<file path="src/rtl/i2c_byte_fifo_pair.sv">
module i2c_byte_fifo_pair #(
  parameter int DEPTH = 16,
  parameter int DW    = 8,
  parameter int TRW   = 4
) (
  input  logic          clk,
  input  logic          rst_n,
  input  logic          flush,
  input  logic          rx_push,
  input  logic [DW-1:0] rx_byte,
  input  logic          tx_pop,
  output logic [DW-1:0] tx_byte,
  input  logic          hst_wr,
  input  logic          hst_rd,
  input  logic [2:0]    hst_addr,
  input  logic [DW-1:0] hst_wdata,
  output logic [DW-1:0] hst_rdata
);
  localparam int AW = $clog2(DEPTH);
  localparam int CW = AW + 1;
  localparam logic [2:0] A_DATA = 3'd0, A_CTRL = 3'd1, A_STAT = 3'd2,
                         A_RXCNT = 3'd3, A_TXCNT = 3'd4;

  logic [2*TRW-1:0]      ctrl;
  logic [5:0]            sts;
  logic [1:0]            push, pop;
  logic [1:0][DW-1:0]    din;
  logic [1:0][TRW-1:0]   tfield;
  logic [CW-1:0]         rx_cnt, tx_cnt;
  logic [DW-1:0]         rx_head;

  wire       stat_wr = hst_wr && (hst_addr == A_STAT);
  wire [5:0] clr     = stat_wr ? ~hst_wdata[5:0] : 6'd0;

  assign push   = {hst_wr && (hst_addr == A_DATA), rx_push};
  assign pop    = {tx_pop, hst_rd && (hst_addr == A_DATA)};
  assign din    = {hst_wdata, rx_byte};
  assign tfield = {ctrl[2*TRW-1:TRW], ctrl[TRW-1:0]};

  always_ff @(posedge clk or negedge rst_n)
    if (!rst_n)                              ctrl <= '0;
    else if (hst_wr && (hst_addr == A_CTRL)) ctrl <= hst_wdata[2*TRW-1:0];

  for (genvar s = 0; s < 2; s++) begin : g_side
    logic [DW-1:0] mem [DEPTH];
    logic [AW-1:0] rp, wp;
    logic [CW-1:0] c, c_nx, trig;
    logic          empty, full, do_pop, do_push, hit;
    logic          flg, ovr, udr;
    logic [DW-1:0] head;

    assign empty   = (c == '0);
    assign full    = (c == CW'(DEPTH));
    assign do_pop  = pop[s] & ~empty;
    assign do_push = push[s] & (~full | do_pop);
    assign c_nx    = c + CW'(do_push) - CW'(do_pop);
    assign trig    = CW'(tfield[s]) + CW'(1);
    assign head    = empty ? '0 : mem[rp];

    if (s == 0) begin : g_rx
      assign hit = (c_nx >= trig);
    end else begin : g_tx
      assign hit = (c_nx <= trig);
    end

    always_ff @(posedge clk)
      if (do_push && !flush) mem[wp] <= din[s];

    always_ff @(posedge clk or negedge rst_n)
      if (!rst_n) begin
        rp <= '0; wp <= '0; c <= '0;
        flg <= 1'b0; ovr <= 1'b0; udr <= 1'b0;
      end else if (flush) begin
        rp <= '0; wp <= '0; c <= '0;
        flg <= 1'b0; ovr <= 1'b0; udr <= 1'b0;
      end else begin
        if (do_push) wp <= wp + AW'(1);
        if (do_pop)  rp <= rp + AW'(1);
        c   <= c_nx;
        flg <= hit | (flg & ~clr[s]);
        ovr <= (ovr & ~clr[2+s]) | (push[s] & ~do_push);
        udr <= (udr & ~clr[4+s]) | (pop[s] & empty);
      end
  end

  assign rx_cnt  = g_side[0].c;
  assign tx_cnt  = g_side[1].c;
  assign rx_head = g_side[0].head;
  assign tx_byte = g_side[1].head;
  assign sts = {g_side[1].udr, g_side[0].udr, g_side[1].ovr,
                g_side[0].ovr, g_side[1].flg, g_side[0].flg};

  always_comb begin
    case (hst_addr)
      A_DATA:  hst_rdata = rx_head;
      A_CTRL:  hst_rdata = DW'(ctrl);
      A_STAT:  hst_rdata = DW'(sts);
      A_RXCNT: hst_rdata = DW'(rx_cnt);
      A_TXCNT: hst_rdata = DW'(tx_cnt);
      default: hst_rdata = '0;
    endcase
  end
endmodule

</file>
<file path="config.mk">
export PLATFORM = sky130hd
export DESIGN_NAME = i2c_byte_fifo_pair
export DESIGN_NICKNAME = d
export VERILOG_FILES = /design/src/rtl/i2c_byte_fifo_pair.sv
export SDC_FILE = /design/constraint.sdc
export NUM_CORES = 1
export LEC_CHECK = 0
export BUFFER_PORTS_ARGS = -buffer_cell sky130_fd_sc_hd__buf_2
export CELL_PAD_IN_SITES_DETAIL_PLACEMENT = 1
export CELL_PAD_IN_SITES_GLOBAL_PLACEMENT = 2
export CORE_ASPECT_RATIO = 1.1
export CORE_MARGIN = 2
export CORE_UTILIZATION = 33
export CTS_BUF_LIST = sky130_fd_sc_hd__clkbuf_4
export DETAILED_ROUTE_END_ITERATION = 8
export PLACE_DENSITY_LB_ADDON = 0.15
export SYNTH_ARGS = -nofsm -noshare
export SYNTH_HDL_FRONTEND = slang
export SYNTH_SLANG_ARGS = --single-unit
</file>
<file path="constraint.sdc">
create_clock -name clk -period 4.5 [get_ports clk]
set_input_delay 0 -clock clk [delete_from_list [all_inputs] [get_ports clk]]
set_output_delay 0 -clock clk [all_outputs]
set_load 0.005 [all_outputs]
</file>
==> run metrics <==
Netlist cell types 50; fin crit share between 70% and 80%; # port buffers 41; Slew HR 25.2%; leakage 4.96 nW; final estimated routing congestion in global placement approximately 0.74; Filler Cells Inserted roughly 3800; cell area power density 485 nW/um2; DP Cell Count approximately 1200; Synth top area share 61.2%; Max Cap Viol 0; worst-margin pin slew 1.12 ns; share of cells above drive strength 1 about 28%; Critical Path End Type register; commonest cells in the netlist edfxtp_1, mux4_2, nor2_1, dfrtp_1, mux2i_1; CTS tree yes; Initial DRC Count ~260; Async SR Flop Fraction between 10 and 15%; hold_buf cts 34; Seq/Total Area, Yosys 69.2%; drt via density 4.84; initial antenna violation count 1; clk buf depth 3; #FFs+latches synth 296; Clock Pin Slew Worst Setup and Hold Paths 0.07 ns; mapped cell area ~13000 um2; largest family of logic cells by synthesized area multiplexers; CP arrival 4.08 ns; most frequent cell after synthesis edfxtp_1; post-synthesis compound-gate area fraction under 10%; worst skew pair latency 0.71 ns; number of synthesized flops with an enable pin about 260; Final Critical Period 3.46 ns; DIE AREA just under 40000 um2; Setup Crit Path Kind reg2reg; crit path max fanout 6; Chip Width 190 um; VDD IR max roughly 0.21 mV; vias in the first global route 7692; area leader, netlist edfxtp_1; remaining global-route overflow 0; I/O Pins 42; Top FF cell, synth edfxtp_1; post-route cell area approximately 15000 um2; postcts setup bufs 0; fmax 289 MHz; via count between 6000 and 7000; Rows 74; Initial Util between 30% and 40%; core outline area 37300 um2; DPL Wire Length 19800 um; mux contribution to synthesized area 15.1%; first-pass GRT wire length 46100 um; setup_tns 0 ns; largest net degree at the start of global routing 38; Adder-Cell Fraction of Synth Area 3.51%; post-route ant nets 0; Die H 209 um; XOR/XNOR share of the synthesized area under 10%; Syn Nets 780; PostCTS Resize Cnt 0; cts bufs inserted 80; Final Setup Violations 0; WL per Instance roughly 21 um; Synth Warn # 0; layout net count 914; RSZ-0062 raised after global routing no; Synth area leaders edfxtp_1, mux4_2, dfrtp_1; Area growth syn-to-layout 16.7%; worst path required time 5.12 ns; H-tree depth 3; Syn Area/Cell 17.4 um2; DP Area around 13000 um2; Routed WL approximately 30000 um; CP startpoint kind register; Root Buffer clkbuf_4; HP Class in2reg; outcome complete, no violations; DR DRC count 0; Hold Vio Cnt, Final 0; total track usage 15.8%; CTS Sinks 296; Post-Layout Cell Count about 1400; fin. max-slew vios 0; simple-gate share of the synthesized area around 5.2%; TritonRoute pass-1 iters 4; Mapped Cells 720; Worst Skew 0.0445 ns
final cells by class:
cell class	count	area, um2	share of cell area [%]
Sequential cell	296	8690	59.3
Multi-Input combinational cell	365	3620	24.7
Clock buffer	106	796	5.43
Timing Repair Buffer	84	636	4.34
Tap cell	494	618	4.22
Clock inverter	30	185	1.26
Inverter	27	101	0.692
Antenna cell	1	2.50	0.0171
sequential cells by signal, summed over array words and instances, names as in the netlist:
signal and count:
g_side.mem 256, g_side.c 10, ctrl 8, g_side.rp 8, g_side.wp 8, g_side.flg 2, g_side.ovr 2, g_side.udr 2
power breakdown:
| part | switching [W] | internal (W) | total, W | leakage [nW] |
|---|---|---|---|---|
| sequential | 0.000183 | 0.00308 | 0.00326 | 2.83 |
| combinational | 0.000763 | 0.000751 | 0.00151 | 1.56 |
| clock | 0.00111 | 0.00121 | 0.00233 | 0.572 |
| total | 0.00206 | 0.00505 | 0.00710 | 4.96 |
worst paths after layout:
path	start	to	slack, ns	cells past startpoint
max in group asynchronous	rst_n	g_side[1].c[3]	3.58	4
max	g_side[1].c[2]	g_side[1].flg	1.04	17
max reg2reg	g_side[1].c[2]	g_side[1].flg	1.04	17
min reg2reg	g_side[0].udr	g_side[0].udr	0.55	2
min	rx_byte[4]	g_side[0].mem[5][4]	0.24	2
min in group asynchronous	rst_n	ctrl[1]	0.37	3
per-layer routing:
layer	up-vias	wire length [um]	global-route usage, %
met5	-	0	0
met2	147	15600	27.3
li1	3121	-	-
met4	0	733	6.01
met1	3480	12500	19.1
met3	48	1090	3.68
cell families after synthesis:
kind of cell               after synthesis
DFF                                    296
and+or+nand+nor                        135
muxes                                  108
AOI/OAI and AO/OA                       65
buffers and inverters                   59
adders and majority gates               34
xor gates and xnor gates                23
stage by stage:
stage          power [W]  utilization (%)  setup slack [ns]  hold WS [ns]
2_1_floorplan    0.00432                -              1.45        -0.296
3_3_place_gp     0.00476             35.7              1.17         0.224
3_5_place_dp     0.00483             35.7             0.991         0.245
4_1_cts          0.00725             39.2             0.954         0.164
5_1_grt          0.00755             39.3             0.493         0.182
6_report         0.00710             39.3              1.04         0.236
critical path, cell delays in order, from the launching register on:
cell and delay, ns:
dfrtp_1 0.41, inv_1 0.09, ha_1 0.15, nor4b_1 0.43, nor2b_1 0.23, o21ai_0 0.23
ha_1 0.20, inv_1 0.05, fa_1 0.41, inv_1 0.08, a21oi_1 0.06, o21bai_1 0.16
xnor2_1 0.16, ha_1 0.28, and3_1 0.17, o21ai_0 0.08, nand2_1 0.07, a31oi_1 0.13
placed cells by master, fill, tap and decap left out, types with 3 or more instances in the layout:
cell	count
edfxtp_1	256
clkbuf_4	106
mux4_2	64
nor2_1	54
buf_2	41
dfrtp_1	38
mux2i_1	33
dlygate4sd3_1	33
ha_1	32
nand2_1	29
inv_1	27
clkinv_1	20
o21ai_0	18
a21oi_1	15
xor2_1	13
nor2b_1	11
mux2_2	11
xnor2_1	10
nand3_1	9
o22ai_1	8
buf_4	8
a22oi_1	5
o221a_2	5
nand2b_1	4
nor3_1	4
nand4_1	4
a21o_1	3
Power figures use the tool's default switching activity.
